File: src/rtl/spg_pkg.sv
package spg_pkg;
  localparam int LVL_N   = 4;
  localparam int IDX_W   = 9;
  localparam int SUB_N   = 32;
  localparam int SUB_W   = $clog2(SUB_N);
  localparam int Q_MISS  = 11;
  localparam int Q_NMI   = 12;

  typedef enum logic [1:0] {
    RES_ALLOW  = 2'd0,
    RES_VIOL   = 2'd1,
    RES_MISS   = 2'd2,
    RES_MISCFG = 2'd3
  } res_e;

  typedef enum logic [1:0] {
    ST_IDLE  = 2'd0,
    ST_ISSUE = 2'd1,
    ST_WAIT  = 2'd2,
    ST_DONE  = 2'd3
  } st_e;
endpackage

File: src/rtl/spg_entry_addr.sv
module spg_entry_addr
  import spg_pkg::*;
#(
  parameter int PA_W = 46
) (
  input  logic [PA_W-13:0]            base,
  input  logic [1:0]                  level,
  input  logic [LVL_N*IDX_W-1:0]      idx_src,
  output logic [PA_W-1:0]             entry_addr
);
  logic [IDX_W-1:0] idx_sel [LVL_N];

  for (genvar l = 0; l < LVL_N; l++) begin : g_idx
    assign idx_sel[l] = idx_src[l*IDX_W +: IDX_W];
  end

  // table base is 4 KB aligned and index*8 stays below 4 KB
  assign entry_addr = {base, idx_sel[level], 3'b000};
endmodule

File: src/rtl/spg_entry_check.sv
module spg_entry_check
  import spg_pkg::*;
#(
  parameter int PA_W = 46
) (
  input  logic [63:0]       entry,
  input  logic              is_leaf,
  input  logic [SUB_W-1:0]  sub_idx,
  output logic              bad,
  output logic              present,
  output logic              perm,
  output logic [PA_W-13:0]  next_base
);
  localparam logic [63:0] PA_MASK  = (64'd1 << PA_W) - 64'd1;
  localparam logic [63:0] RSV_MASK = ~PA_MASK | 64'h0000_0000_0000_0FFE;

  logic [SUB_N-1:0] perm_vec;
  logic [SUB_N-1:0] odd_vec;

  for (genvar i = 0; i < SUB_N; i++) begin : g_sub
    assign perm_vec[i] = entry[2*i];
    assign odd_vec[i]  = entry[2*i+1];
  end

  always_comb begin
    if (is_leaf) begin
      bad     = |odd_vec;
      present = 1'b1;
    end else begin
      bad     = |(entry & RSV_MASK);
      present = entry[0];
    end
  end

  assign perm      = perm_vec[sub_idx];
  assign next_base = entry[PA_W-1:12];
endmodule

File: src/rtl/spg_walker.sv
module spg_walker
  import spg_pkg::*;
#(
  parameter int PA_W  = 46,
  parameter int GPA_W = 48
) (
  input  logic               clk,
  input  logic               rst_n,
  input  logic               cfg_enable,
  input  logic [PA_W-1:12]   cfg_root,
  input  logic               req_valid,
  output logic               req_ready,
  input  logic [GPA_W-1:0]   req_gpa,
  input  logic               req_write,
  input  logic               req_leaf_prot,
  input  logic               req_leaf_writable,
  input  logic               req_nmi_unblock,
  output logic               mem_req_valid,
  input  logic               mem_req_ready,
  output logic [PA_W-1:0]    mem_req_addr,
  input  logic               mem_rsp_valid,
  input  logic [63:0]        mem_rsp_data,
  output logic               done,
  output logic [1:0]         result,
  output logic [63:0]        exit_qual,
  output logic [GPA_W-1:0]   fault_gpa
);
  localparam int IDX_TOP = 12 + LVL_N*IDX_W;
  localparam int SUB_LO  = 7;

  st_e                 state_q, state_n;
  logic [1:0]          lvl_q, lvl_n;
  logic [PA_W-13:0]    base_q, base_n;
  logic [GPA_W-1:0]    gpa_q;
  logic                nmi_q;
  res_e                res_q, res_n;
  logic                accept, bypass;
  res_e                bypass_res;
  logic                ent_bad, ent_present, ent_perm;
  logic [PA_W-13:0]    ent_next;
  logic                fault;

  assign req_ready     = (state_q == ST_IDLE);
  assign accept        = req_valid && req_ready;
  assign bypass        = !req_write || !cfg_enable || !req_leaf_prot || req_leaf_writable;
  assign bypass_res    = (!req_write || req_leaf_writable) ? RES_ALLOW : RES_VIOL;
  assign mem_req_valid = (state_q == ST_ISSUE);

  spg_entry_addr #(.PA_W(PA_W)) u_addr (
    .base       (base_q),
    .level      (lvl_q),
    .idx_src    (gpa_q[IDX_TOP-1:12]),
    .entry_addr (mem_req_addr)
  );

  spg_entry_check #(.PA_W(PA_W)) u_chk (
    .entry     (mem_rsp_data),
    .is_leaf   (lvl_q == 2'd0),
    .sub_idx   (gpa_q[SUB_LO +: SUB_W]),
    .bad       (ent_bad),
    .present   (ent_present),
    .perm      (ent_perm),
    .next_base (ent_next)
  );

  // next-state logic
  always_comb begin
    state_n = state_q;
    lvl_n   = lvl_q;
    base_n  = base_q;
    res_n   = res_q;
    unique case (state_q)
      ST_IDLE: begin
        if (accept) begin
          if (bypass) begin
            state_n = ST_DONE;
            res_n   = bypass_res;
          end else begin
            state_n = ST_ISSUE;
            lvl_n   = 2'd3;
            base_n  = cfg_root;
          end
        end
      end
      ST_ISSUE: begin
        if (mem_req_ready) state_n = ST_WAIT;
      end
      ST_WAIT: begin
        if (mem_rsp_valid) begin
          if (ent_bad) begin
            state_n = ST_DONE;
            res_n   = RES_MISCFG;
          end else if (!ent_present) begin
            state_n = ST_DONE;
            res_n   = RES_MISS;
          end else if (lvl_q == 2'd0) begin
            state_n = ST_DONE;
            res_n   = ent_perm ? RES_ALLOW : RES_VIOL;
          end else begin
            state_n = ST_ISSUE;
            lvl_n   = lvl_q - 2'd1;
            base_n  = ent_next;
          end
        end
      end
      ST_DONE: state_n = ST_IDLE;
      default: state_n = ST_IDLE;
    endcase
  end

  // register processes
  always_ff @(posedge clk or negedge rst_n) begin
    if (!rst_n) begin
      state_q <= ST_IDLE;
      lvl_q   <= 2'd0;
      base_q  <= '0;
      res_q   <= RES_ALLOW;
    end else begin
      state_q <= state_n;
      lvl_q   <= lvl_n;
      base_q  <= base_n;
      res_q   <= res_n;
    end
  end

  always_ff @(posedge clk or negedge rst_n) begin
    if (!rst_n) begin
      gpa_q <= '0;
      nmi_q <= 1'b0;
    end else if (accept) begin
      gpa_q <= req_gpa;
      nmi_q <= req_nmi_unblock;
    end
  end

  // outputs
  assign done   = (state_q == ST_DONE);
  assign result = res_q;
  assign fault  = done && (res_q == RES_MISS || res_q == RES_MISCFG);

  always_comb begin
    exit_qual = '0;
    if (fault) begin
      exit_qual[Q_MISS] = (res_q == RES_MISS);
      exit_qual[Q_NMI]  = nmi_q;
    end
  end
  assign fault_gpa = fault ? gpa_q : '0;

  // assertions
  AST_MREQ_HOLD: assert property (@(posedge clk) disable iff (!rst_n)
    (mem_req_valid && !mem_req_ready) |=> (mem_req_valid && $stable(mem_req_addr)));
  AST_NO_READY_WHILE_READING: assert property (@(posedge clk) disable iff (!rst_n)
    mem_req_valid |-> !req_ready);
  AST_BYPASS_NO_READ: assert property (@(posedge clk) disable iff (!rst_n)
    (req_valid && req_ready && (!req_write || !cfg_enable || !req_leaf_prot || req_leaf_writable))
      |=> (done && !mem_req_valid));
  AST_DONE_PULSE: assert property (@(posedge clk) disable iff (!rst_n)
    done |=> !done);
  AST_QUAL_MISS: assert property (@(posedge clk) disable iff (!rst_n)
    (done && result == RES_MISS) |-> exit_qual[Q_MISS]);
  AST_QUAL_SHAPE: assert property (@(posedge clk) disable iff (!rst_n)
    done |-> ((exit_qual & ~((64'd1 << Q_MISS) | (64'd1 << Q_NMI))) == 64'd0));
  AST_QUAL_QUIET: assert property (@(posedge clk) disable iff (!rst_n)
    (done && result[1] == 1'b0) |-> (exit_qual == 64'd0 && fault_gpa == '0));
endmodule

File: config.mk
export PLATFORM = sky130hd
export DESIGN_NAME = spg_walker
export DESIGN_NICKNAME = d
export VERILOG_FILES = /design/src/rtl/spg_pkg.sv /design/src/rtl/spg_entry_addr.sv /design/src/rtl/spg_entry_check.sv /design/src/rtl/spg_walker.sv
export SDC_FILE = /design/constraint.sdc
export NUM_CORES = 1
export LEC_CHECK = 0
export ABC_AREA = 1
export BUFFER_PORTS_ARGS = -buffer_cell sky130_fd_sc_hd__buf_4
export CAP_MARGIN = 20
export CORE_MARGIN = 3
export CORE_UTILIZATION = 36
export DETAILED_ROUTE_END_ITERATION = 10
export PLACE_DENSITY = 0.68
export RECOVER_POWER = 100
export SYNTH_ARGS = -nofsm -noshare
export SYNTH_HDL_FRONTEND = slang
export SYNTH_SLANG_ARGS = --single-unit
File: constraint.sdc
create_clock -name clk -period 2.3 [get_ports clk]
set_input_delay 0.46 -clock clk [delete_from_list [all_inputs] [get_ports clk]]
set_output_delay 0.46 -clock clk [all_outputs]
set_load 0.05 [all_outputs]
==> results.md <==
- Synth-to-Final Area Change: 36.96%
- CTS tree: built
- First-pass GRT wire length: 26870 um
- Tmin final: 2160 ps
- Final Max Tran Viols: 0
- Initial core utilization: 37.59%
- Clk Latency, worst-skew pair: 350 ps
- Worst Tran Pin Value: 1059 ps
- # rows: 43
- Logic pwr share: 61.7%
- Critical path arrival: 1700 ps
- # Post-CTS Setup Buffers: 0
- Gpl congestion: 0.8782
- Type of the worst setup path: reg -> out
- Core area: 14200 sq um
- Clk slew on worst S/H paths: 60 ps
- I/O Buffers: 253
- Critical-path maximum fanout: 10
- Synth area leaders: dfrtp_1, buf_4, nor2_1
- Final wirelength: 17420 um
- I/O pins: 319
- Dpl hpwl: 13640 um
- Distinct cells, synth: 26
- Design area: 7312 sq um
- Peak VDD IR: 836.2 uV
- DRC violations left: 0
- Synth Area per Inst: 7.166 sq um
- Yosys top cell area share: 41.72%
- Gr usage total: 20.80%
- Synth warn: 0
- Worst slew margin: 29.40%
- Total gr overflow: 0
- Share of cells above drive strength 1: 24.57%
- Die area: 16330 sq um
- Max-Cap Viols: 0
- Final hold violations: 0
- Post-synth top area cell: dfrtp_1
- # nets final: 1141
- Fillers: 1511
- Final core utilization: 51.48%
- Fmax: 463.0 MHz
- Vias in the first global route: 5222
- Die X: 127.8 um
- Routed len/inst: 14.90 um
- DIE HEIGHT: 127.8 um
- Post-DRT Antenna Nets: 0
- Seq pwr share: 24.8%
- Sink Count: 89
- Leakage power: 4.021 nW
- Switching pwr: 6.044 mW
- Iteration-0 DRC Markers: 294
- Worst setup SP type: flop
- Internal power: 4.926 mW
- Status: completed
- CTS buffer count: 9
- Average vias per placed instance: 4.636
- Dpl cells: 1153
- Post-Syn Instances: 745
- Final setup viols: 0
- Via count: 5419
- Root Driver: clkbuf_16
- Synth Register Bits: 89
- Part of the Yosys area used for sequential elements: 41.72%
- Clock power frac: 13.5%
- Placed inst area: 7218 sq um
- Power per cell area: 1500 nW/um^2
- Skew final: 6.760 ps
- Initial antenna violation count: 0
- Synthesized area: 5339 sq um
- Detailed Routing Iterations Pass 1: 6
- Clock Tree Buf Depth: 2
- H-tree lvl count: 3
- Crit. End Element: output port
- Min-Delay Path Class: in -> async
- Largest net degree at the start of global routing: 67
- CP Data Required Time: 1840 ps
- RSZ-0062 raised after global routing: false
- Post-Layout Cell Count: 1169
- Switching part of the total: 55.10%
- N_diodes: 0
- Total power: 10.97 mW
- Final worst path period share: 93.91%
[timing repair]
| action | in CTS | in global routing |
|---|---|---|
| hold buffers | 0 | 0 |
| cloned | 0 | 0 |
| pin swaps | 0 | 0 |
| hold endpoints to repair | 0 | 0 |
| setup endpoints to repair | 3 | 2 |
| gates resized for setup | 1 | 1 |
[path summary, 6_finish.rpt]
path,start,to,slack [ps],cells after the start
max in group asynchronous,rst_n,base_q[23],500,2
min in group clk,mem_req_ready,state_q[0],310,2
worst max register to register,lvl_q[0],base_q[26],250,13
worst min-delay path,rst_n,gpa_q[22],240,1
worst max-delay path,gpa_q[8],fault_gpa[8],140,3
worst min register to register,base_q[19],base_q[19],480,2
[routing by layer]
layer	up-vias	GRT usage [%]	wire length, um
li1	2697	-	-
met1	2484	26.07	7095
met2	220	34.60	8500
met3	18	6.250	1580
met4	0	6.305	241
met5	-	0	0
[placed cells by master (no fill, tap or decap), types with 2 or more instances in the layout]
master / n
conb_1: 65
inv_1: 92
nor3_1: 5
nand2_1: 117
clkbuf_16: 9
nand3_1: 35
nand2_2: 2
o21ai_1: 6
o21ai_0: 59
nand4_1: 5
mux2i_1: 19
clkbuf_1: 44
buf_12: 2
buf_4: 180
inv_2: 2
clkbuf_4: 33
a21oi_1: 77
dfrtp_1: 89
clkbuf_2: 7
buf_6: 2
nor2_1: 127
[flip-flops by register name (all words and copies together) (netlist names)]
| signal | count |
|---|---|
| gpa_q | 48 |
| nmi_q | 1 |
| base_q | 34 |
| result | 2 |
| state_q | 2 |
| lvl_q | 2 |
[final cells by class]
cell class | instances | area [sq um] | share of cell area, %
clock buffer | 14 | 254.0 | 3.474
inverter | 95 | 356.6 | 4.877
multi-input combinational | 524 | 2360 | 32.27
sequential | 89 | 2227 | 30.46
clock inverter | 2 | 37.54 | 0.5133
tap | 180 | 225.2 | 3.080
timing repair buffer | 265 | 1852 | 25.33
[power groups by stage]
| stage | clock network (mW) | logic, mW | registers, mW |
|---|---|---|---|
| detailed placement | 0 | 7.27 | 2.76 |
| global placement | 0 | 7.18 | 2.74 |
| global route | 1.60 | 7.39 | 2.83 |
| finish | 1.48 | 6.77 | 2.73 |
| floorplan | 0 | 4.17 | 3.70 |
| CTS | 1.53 | 7.29 | 2.74 |
[metrics by stage]
step,setup slack [ps],setup TNS [ps],hold slack [ps]
finish,140.1,0,243.0
CTS,66.69,0,82.61
global placement,358.3,0,456.4
floorplan,-56.34,-2817,164.4
detailed placement,251.0,0,456.8
global route,13.20,0,310.2
[cells by family after synthesis]
| logic type | Yosys count | share of synthesized area [%] |
|---|---|---|
| adders and majority gates | 1 | 0.2343 |
| AOI/OAI and AO/OA | 143 | 13.43 |
| and+or+nand+nor | 296 | 22.40 |
| buffers and inverters | 196 | 18.58 |
| muxes | 19 | 3.562 |
| DFF | 89 | 41.72 |
| other | 1 | 0.07024 |
[cells in the mapped netlist]
library cell  number
and2_0             1
nand3_2            1
inv_2              2
or2_1              1
buf_1              5
nand4_1            5
clkbuf_1          21
o22ai_1            1
mux2i_1           19
conb_1             1
ha_1               1
buf_2             10
buf_4             65
nand3_1           34
nor4_1             1
clkinv_1           1
o21ai_1           36
inv_1             92
or2_2              1
o21ai_0           29
nor2_1           127
nor3_1             5
a21oi_1           77
dfrtp_1           89
nor2_4             1
nand2_1          119
[critical path: stages (launching register included)]
cell and delay, ps:
dfrtp_1 570, clkinv_1 360, nor2_1 210, buf_4 220
No activity file was read; power rests on OpenSTA's default activity.
